===== src/rtl/aau_pkg.sv =====
// Package: shared types for the add/subtract unit.
// Assumes: flags are always handled as one group of four bits.
package aau_pkg;

    // Status flag group held in the status register.
    typedef struct packed {
        logic n;   // negative
        logic c;   // carry out, or borrow after subtract
        logic v;   // signed overflow
        logic z;   // zero result
    } aau_flags_t;

    localparam aau_flags_t AAU_FLAGS_CLEAR = '{n: 1'b0, c: 1'b0, v: 1'b0, z: 1'b0};

endpackage


===== src/rtl/aau_operand_sel.sv =====
// Module: aau_operand_sel
// Picks the second operand: the register operand, or the immediate widened
// to DATA_W by zero or sign extension.
// Assumes: IMM_W < DATA_W.
module aau_operand_sel #(
    parameter int DATA_W = 32,
    parameter int IMM_W  = 12
) (
    input  logic              use_imm,
    input  logic              sign_ext,
    input  logic [DATA_W-1:0] reg_b,
    input  logic [IMM_W-1:0]  imm,
    output logic [DATA_W-1:0] opnd_b
);
    localparam int EXT_W = DATA_W - IMM_W;

    logic [DATA_W-1:0] imm_wide;
    logic              fill_bit;

    // Widen the immediate with either zeros or copies of its top bit.
    always_comb begin
        fill_bit = sign_ext & imm[IMM_W-1];
        imm_wide = {{EXT_W{fill_bit}}, imm};
    end

    // Route the chosen source to the adder.
    always_comb begin
        opnd_b = use_imm ? imm_wide : reg_b;
    end

    // Check the extension bits against the immediate field.
    always_comb begin
        if (use_imm === 1'b1 && sign_ext === 1'b0)
            AST_IMM_ZERO_EXT: assert (opnd_b[DATA_W-1:IMM_W] == '0);
        if (use_imm === 1'b1 && sign_ext === 1'b1 && imm[IMM_W-1] === 1'b1)
            AST_IMM_SIGN_EXT: assert (&opnd_b[DATA_W-1:IMM_W]);
    end
endmodule


===== src/rtl/aau_adder.sv =====
// Module: aau_adder
// Combinational add or subtract with carry-in. It gives the result, the
// carry (borrow when subtracting) and signed overflow.
// Assumes: cin is already gated by the carry-use bit.
module aau_adder #(
    parameter int DATA_W = 32
) (
    input  logic              sub,
    input  logic              cin,
    input  logic [DATA_W-1:0] a,
    input  logic [DATA_W-1:0] b,
    output logic [DATA_W-1:0] sum,
    output logic              carry,
    output logic              ovf
);
    localparam int WIDE_W = DATA_W + 1;
    localparam int MSB    = DATA_W - 1;

    logic [WIDE_W-1:0] wide;
    logic [WIDE_W-1:0] cin_wide;

    // One extra bit holds the carry out, or the borrow of a difference.
    always_comb begin
        cin_wide = {{DATA_W{1'b0}}, cin};
        if (sub)
            wide = {1'b0, a} - {1'b0, b} - cin_wide;
        else
            wide = {1'b0, a} + {1'b0, b} + cin_wide;
        sum   = wide[DATA_W-1:0];
        carry = wide[DATA_W];
    end

    // Signed overflow: the sign of the result does not fit the sign of the operands.
    always_comb begin
        if (sub)
            ovf = (a[MSB] != b[MSB]) && (sum[MSB] != a[MSB]);
        else
            ovf = (a[MSB] == b[MSB]) && (sum[MSB] != a[MSB]);
    end
endmodule


===== src/rtl/aau_flag_reg.sv =====
// Module: aau_flag_reg
// Status register for the four flags. It loads on an accepted operation
// unless the hold bit is set.
// Assumes: synchronous active-low reset clears every flag.
module aau_flag_reg
    import aau_pkg::*;
(
    input  logic       clk,
    input  logic       rst_n,
    input  logic       in_valid,
    input  logic       hold,
    input  aau_flags_t flags_next,
    output aau_flags_t flags_q
);
    logic load_en;

    // Load on an accepted operation whose hold bit is clear.
    always_comb begin
        load_en = in_valid & ~hold;
    end

    // Flag storage with synchronous clear.
    always_ff @(posedge clk) begin
        if (!rst_n)
            flags_q <= AAU_FLAGS_CLEAR;
        else if (load_en)
            flags_q <= flags_next;
    end

    AST_HOLD_KEEPS_FLAGS: assert property (@(posedge clk) disable iff (!rst_n)
        (in_valid && hold) |=> $stable(flags_q));
    AST_IDLE_KEEPS_FLAGS: assert property (@(posedge clk) disable iff (!rst_n)
        !in_valid |=> $stable(flags_q));
endmodule


===== src/rtl/aau_addsub_unit.sv =====
// Module: aau_addsub_unit (top)
// Add/subtract execution unit: operand select, adder, registered result
// and status register. Outputs are valid one cycle after in_valid.
// Assumes: an upstream decoder provides the mode bits with the strobe.
module aau_addsub_unit
    import aau_pkg::*;
#(
    parameter int DATA_W = 32,
    parameter int IMM_W  = 12
) (
    input  logic              clk,
    input  logic              rst_n,
    input  logic              in_valid,
    input  logic              op_sub,
    input  logic              use_imm,
    input  logic              use_carry,
    input  logic              sign_ext,
    input  logic              flag_hold,
    input  logic [DATA_W-1:0] src_a,
    input  logic [DATA_W-1:0] src_b,
    input  logic [IMM_W-1:0]  imm,
    output logic              out_valid,
    output logic [DATA_W-1:0] result,
    output logic              flag_n,
    output logic              flag_c,
    output logic              flag_v,
    output logic              flag_z
);
    localparam int MSB = DATA_W - 1;

    logic [DATA_W-1:0] opnd_b;
    logic [DATA_W-1:0] sum;
    logic              carry;
    logic              ovf;
    logic              cin;
    aau_flags_t        flags_next;
    aau_flags_t        flags_q;

    aau_operand_sel #(.DATA_W(DATA_W), .IMM_W(IMM_W)) u_opsel (
        .use_imm  (use_imm),
        .sign_ext (sign_ext),
        .reg_b    (src_b),
        .imm      (imm),
        .opnd_b   (opnd_b)
    );

    // Carry-in comes from the stored flag only when requested.
    always_comb begin
        cin = use_carry & flags_q.c;
    end

    aau_adder #(.DATA_W(DATA_W)) u_adder (
        .sub   (op_sub),
        .cin   (cin),
        .a     (src_a),
        .b     (opnd_b),
        .sum   (sum),
        .carry (carry),
        .ovf   (ovf)
    );

    // Build the next flag group from the adder outputs.
    always_comb begin
        flags_next.n = sum[MSB];
        flags_next.c = carry;
        flags_next.v = ovf;
        flags_next.z = (sum == '0);
    end

    aau_flag_reg u_flags (
        .clk        (clk),
        .rst_n      (rst_n),
        .in_valid   (in_valid),
        .hold       (flag_hold),
        .flags_next (flags_next),
        .flags_q    (flags_q)
    );

    // Result register and valid pulse.
    always_ff @(posedge clk) begin
        if (!rst_n) begin
            result    <= '0;
            out_valid <= 1'b0;
        end else begin
            out_valid <= in_valid;
            if (in_valid)
                result <= sum;
        end
    end

    // Drive the flag ports from the status register.
    always_comb begin
        flag_n = flags_q.n;
        flag_c = flags_q.c;
        flag_v = flags_q.v;
        flag_z = flags_q.z;
    end

    AST_VALID_AFTER_STROBE: assert property (@(posedge clk) disable iff (!rst_n)
        in_valid |=> out_valid);
    AST_NO_VALID_IDLE: assert property (@(posedge clk) disable iff (!rst_n)
        !in_valid |=> !out_valid);
    AST_RESULT_STABLE_IDLE: assert property (@(posedge clk) disable iff (!rst_n)
        !in_valid |=> $stable(result));
    AST_ZERO_MATCHES: assert property (@(posedge clk) disable iff (!rst_n)
        (in_valid && !flag_hold) |=> (flag_z == (result == '0)));
    AST_NEG_MATCHES: assert property (@(posedge clk) disable iff (!rst_n)
        (in_valid && !flag_hold) |=> (flag_n == result[MSB]));
endmodule


===== config.mk =====
export PLATFORM = sky130hd
export DESIGN_NAME = aau_addsub_unit
export DESIGN_NICKNAME = d
export VERILOG_FILES = /design/src/rtl/aau_pkg.sv /design/src/rtl/aau_operand_sel.sv /design/src/rtl/aau_adder.sv /design/src/rtl/aau_flag_reg.sv /design/src/rtl/aau_addsub_unit.sv
export SDC_FILE = /design/constraint.sdc
export NUM_CORES = 1
export LEC_CHECK = 0
export ABC_AREA = 1
export BUFFER_PORTS_ARGS = -buffer_cell sky130_fd_sc_hd__clkbuf_2
export CAP_MARGIN = 15
export CORE_ASPECT_RATIO = 1.75
export CORE_MARGIN = 3
export CORE_UTILIZATION = 50
export DETAILED_ROUTE_END_ITERATION = 6
export GPL_TIMING_DRIVEN = 0
export PLACE_DENSITY_LB_ADDON = 0.3
export SYNTH_ARGS = -nofsm -noshare
export SYNTH_HDL_FRONTEND = slang
export SYNTH_SLANG_ARGS = --single-unit

===== constraint.sdc =====
create_clock -name clk -period 3.9 [get_ports clk]
set_clock_uncertainty 0.05 [all_clocks]
set_input_delay 0.78 -clock clk [delete_from_list [all_inputs] [get_ports clk]]
set_output_delay 0.78 -clock clk [all_outputs]
set_load 0.03 [all_outputs]

* After elaboration in Yosys (flattened, before gate mapping)
Cells that the tools add are included.
Operators by class: bitwise logic cells 4, multiplexer cells 3, reductions and logical operators 3, equality and inequality tests 3, add/sub/neg operators 4
Operators with widths (number):
- $add A32 B32 Y33 | 1
- $add A33 B1 Y33 | 1
- $mux W33 | 1
- $sub A32 B32 Y33 | 1
- $sub A33 B1 Y33 | 1
- $logic_not A32 Y1 | 1
- $mux W32 | 1
- $and A1 B1 Y1 | 3
- $logic_and A1 B1 Y1 | 2
- $ne A1 B1 Y1 | 2
- $eq A1 B1 Y1 | 1
- $mux W1 | 1
- $not A1 Y1 | 1
Word-level totals: bits of input ports 84, register bits after elaboration 37, output and inout port bits 37

* Depth between registers and ports, before layout
depth after elaboration 8, mapped depth 30, mapped depth without buffers 29

* Hierarchy
Synthesis repeated with hierarchy kept, for this count alone.
Second synthesis, totals: cells, all modules 1203, area, all modules 6787.8 um^2
By module, submodules not included:
- aau_adder | cells each 918, times used 1, area an instance 5019.8 um^2
- aau_addsub_unit | cells each 174, times used 1, area an instance 1270.0 um^2
- aau_operand_sel | cells each 84, times used 1, area an instance 324.1 um^2
- aau_flag_reg | cells each 27, times used 1, area an instance 173.9 um^2

* Worst setup path before layout
Ideal clock, no wire load.
kind input to register, start point input port use_imm, end point register, netlist name u_flags.flags_q[2], path buffers 2, setup time 0.109 ns, arrival time 3.451 ns, setup slack 0.290 ns, stages on the path 23, cells stage by stage clkbuf_1 inv_1 a21oi_1 clkbuf_1 nor2_1 ha_1 inv_1 ha_1 nand2_1 inv_1 a21oi_1 nor2_1 nor2_1 nor2_1 nor2_1 nand2_1 nand2_1 nand2_1 xnor2_1 nand2_1 o311ai_0 nand2_1 inv_1
On the way: cells in the longest elaborated chain, start to end 4, elaborated cells between the ends (all ways) 6, those cells by class add/sub (4); mux (2)
Ends and longest elaborated chain:
- from (decl) | RTL line aau_addsub_unit.sv:15 | input logic use_imm,
- $mux W32 * | RTL line aau_operand_sel.sv:28 | opnd_b = use_imm ? imm_wide : reg_b;
- $add A32 B32 Y33 / $sub A32 B32 Y33 (equally long branches) | RTL line aau_adder.sv:28, aau_adder.sv:26
- $add A33 B1 Y33 / $sub A33 B1 Y33 (equally long branches) | RTL line aau_adder.sv:28, aau_adder.sv:26
- $mux W33 * | RTL line aau_adder.sv:25 | if (sub)
Mark *: on every way between the ends. The rest lies on a longest branch, timed or not. A chain may end at the register's enable or synchronous reset.

* Worst setup path after layout
start point input port use_imm, end point register, netlist name u_flags.flags_q[0]
On the way: cells in the longest elaborated chain, start to end 5, elaborated cells between the ends (all ways) 7, those cells by class add/sub (4); mux (2); reduce/logical (1)
Ends and longest elaborated chain:
- $mux W32 * | RTL line aau_operand_sel.sv:28
- $add A32 B32 Y33 / $sub A32 B32 Y33 (equally long branches) | RTL line aau_adder.sv:28, aau_adder.sv:26
- $add A33 B1 Y33 / $sub A33 B1 Y33 (equally long branches) | RTL line aau_adder.sv:28, aau_adder.sv:26
- $mux W33 * | RTL line aau_adder.sv:25
- $logic_not A32 Y1 * | RTL line aau_addsub_unit.sv:67 | flags_next.z = (sum == '0);
Marked as above.

==> results.tsv <==
metric	value	unit
status	finished clean	
Clock Sinks	37	
Critical Path RT	4.06	ns
largest net degree at the start of global routing	13	
Die Area	16400	um2
final period utilization	95.0	%
R2R depth	20	
critical path class	input port to flop	
cell family with most CP delay	simple AND/OR/NAND/NOR gates	
Slew @ Worst Pin	0.575	ns
Nets	1719	
synth warn	0	
async set-reset flop share out of synthesis	0	%
DPL Wire Length	23.7	mm
# setup viols final	0	
grt ovf	0	
layout cell share with drive strength beyond 1	15.9	%
Critical Path Source Type	input port	
Area growth syn-to-layout	18.1	%
P_leak	5.20	nW
worst rel slew slack	61.3	%
hold-critical path depth	2	
first drt pass iteration count	5	
Pwr Density	299	nW/um2
vias per inst	5.14	
Final Cell Area	8750	um2
Worst path depth	22	
syn nets	1593	
Die Span Y	167	um
CTS root buf	clkbuf_16	
final non-filler cell total	1718	
via count	8824	
CP Max Fanout	10	
critical path's largest stage delay	0.43	ns
dominant cells by area after synthesis	nand2_1, ha_1, inv_1, dfxtp_1, nor2_1	
Initial Util	51.3	%
post-synth top area cell	nand2_1	
initial drt markers	489	
worst endpoint data arrival time	3.87	ns
Bufs and invs on worst path	5	
FMAX	270	MHz
number of synthesized flops with an enable pin	0	
Cell Count Post-Placement	1708	
fin util	60.6	%
Routed wire per std cell	15.8	um
CP max stage cell	ha_2	
drt drc	0	
Die Wd	98.0	um
clk buf depth	2	
fin. max-slew vios	0	
GRT Total Usage	32.6	%
Seq/Total Area, Yosys	10.0	%
number of diodes	0	
worst-skew pair later-pin latency	0.28	ns
total core area	14400	um2
fin crit period	3.71	ns
Max VDD drop	0.204	mV
io pins	121	
kind of end point of the critical path	flop	
Hold Vio Cnt, Final	0	
DP Area	8220	um2
Synth Register Bits	37	
mean post-synth cell area	5.25	um2
post-synthesis cell type count	39	
max-cap viol count	0	
Hold Buf Count CTS	0	
Antenna Violating Nets Remaining	0	
CTS clk-pin slew, worst paths	0.06	ns
synthesized area	7410	um2
Synth top cells by count	nand2_1, inv_1, nor2_1, nand3_1, ha_1	
Critical Path, Cell by Cell	clkbuf_4 -> inv_2 -> a21oi_4 -> buf_8 -> nor2_1 -> ha_1 -> inv_1 -> ha_2 -> nand2_2 -> nor2_2 -> a21oi_2 -> nor2_1 -> nor2_1 -> nand2_1 -> nand2_1 -> nand3_1 -> nand2_1 -> inv_1 -> nand3_1 -> nor2_2 -> nand3_1 -> a21oi_1	
CTS tree	yes	
Std-Cell Rows	58	
H-tree depth	2	
total CTS buffers	5	
placer congestion estimate	1.02	
initial antenna violation count	0	
vias in the first global route	8502	
cell with the most instances after synthesis	nand2_1	
PortBufs	117	
Post-Synthesis Cells	1411	
top cell type's share of synthesized area	22.6	%
drt total wl	27.1	mm
most used flip-flop cell after synthesis	dfxtp_1	
first-pass GRT wire length	42.4	mm
Hold WC Path Type	flop to flop	
## cell type report
class	count	area (um2)
Buffer	24	144
Clock buffer	5	125
Clock inverter	3	17.5
Fill cell	1567	5690
Inverter	301	1130
Multi-Input combinational cell	1049	5760
Sequential cell	37	741
Tap cell	180	225
Timing Repair Buffer	119	601
## path summary, 6_finish.rpt
path                      startpoint                 end  slack (ns)
hold / removal    u_flags.flags_q[1]  u_flags.flags_q[1]        0.42
setup / recovery             use_imm  u_flags.flags_q[0]        0.19
hold reg to reg   u_flags.flags_q[1]  u_flags.flags_q[1]        0.42
setup reg to reg  u_flags.flags_q[2]  u_flags.flags_q[0]        0.76
## cell usage in the layout, fill, tap and decap left out, types with 3 or more instances in the layout
master / instances
nor3_1: 11
o21bai_1: 7
o211ai_1: 13
ha_2: 19
nand3_1: 113
nand4_1: 16
and2_1: 3
nand3b_1: 7
a21oi_2: 13
ha_1: 63
o21ai_0: 42
buf_2: 6
inv_2: 9
clkbuf_1: 8
nor3_2: 4
nor2_1: 175
dfxtp_1: 37
inv_1: 290
ha_4: 13
clkbuf_4: 3
nor2_2: 9
a21oi_1: 47
nand2_1: 438
clkbuf_2: 118
nand3_2: 6
buf_4: 3
clkbuf_16: 5
o21ai_1: 7
nand2_2: 20
xnor2_1: 3
## cells by family (layout without fill, tap and decap cells)
logic type                 after synthesis  after routing  synth area share (%)
and+or+nand+nor                        810            810                  45.6
buffers and inverters                  325            452                  16.7
AOI/OAI and AO/OA                      136            136                  10.2
adders and majority gates               98             98                  16.9
DFF                                     37             37                  10.0
xor gates and xnor gates                 5              5                 0.591
## power by group
part / internal, W / leakage (nW) / switching (W)
Clock: 0.000234 / 0.0696 / 0.000154
Sequential: 0.000417 / 0.307 / 0.0000249
Combinational: 0.000600 / 4.83 / 0.00119
Total: 0.00125 / 5.20 / 0.00137
## flip-flops by register name, summed over array words and instances, names as in the netlist
register         cells
u_flags.flags_q      4
result              32
out_valid            1
## tightest hold or removal path, cell delays in order, from the launching register on
cell and delay (ns):
dfxtp_1 0.30, nand2_1 0.06, a21oi_1 0.06
## routing by layer
layer / vias up / routed length (um) / GRT usage, %
met4: 0 / 1990 / 18.1
met1: 3904 / 9530 / 31.6
met2: 237 / 14900 / 65.7
met3: 91 / 760 / 1.97
met5: - / 0 / 0
li1: 4592 / - / -
## stage by stage
| step | hold slack, ns | setup slack, ns | total power (W) | setup TNS (ns) |
|---|---|---|---|---|
| final | 0.416 | 0.194 | 0.00262 | 0 |
| after CTS | 0.422 | 0.00344 | 0.00250 | 0 |
| after detailed placement | 0.413 | -1.27 | 0.00210 | -18.42 |
| after global routing | 0.434 | -0.0281 | 0.00285 | -0.0509 |
| after global placement | 0.407 | -1.27 | 0.00209 | -18.01 |
| after floorplan | 0.541 | 0.290 | 0.00162 | 0 |
## repair_timing
item | 4_1_cts | 5_1_grt
resized for setup | 20 | 86
endpoints found under the setup margin | 23 | 8
pin swaps | 0 | 4
buffers inserted | 0 | 2
gates cloned | 0 | 0
No activity file was read; power rests on OpenSTA's default activity.
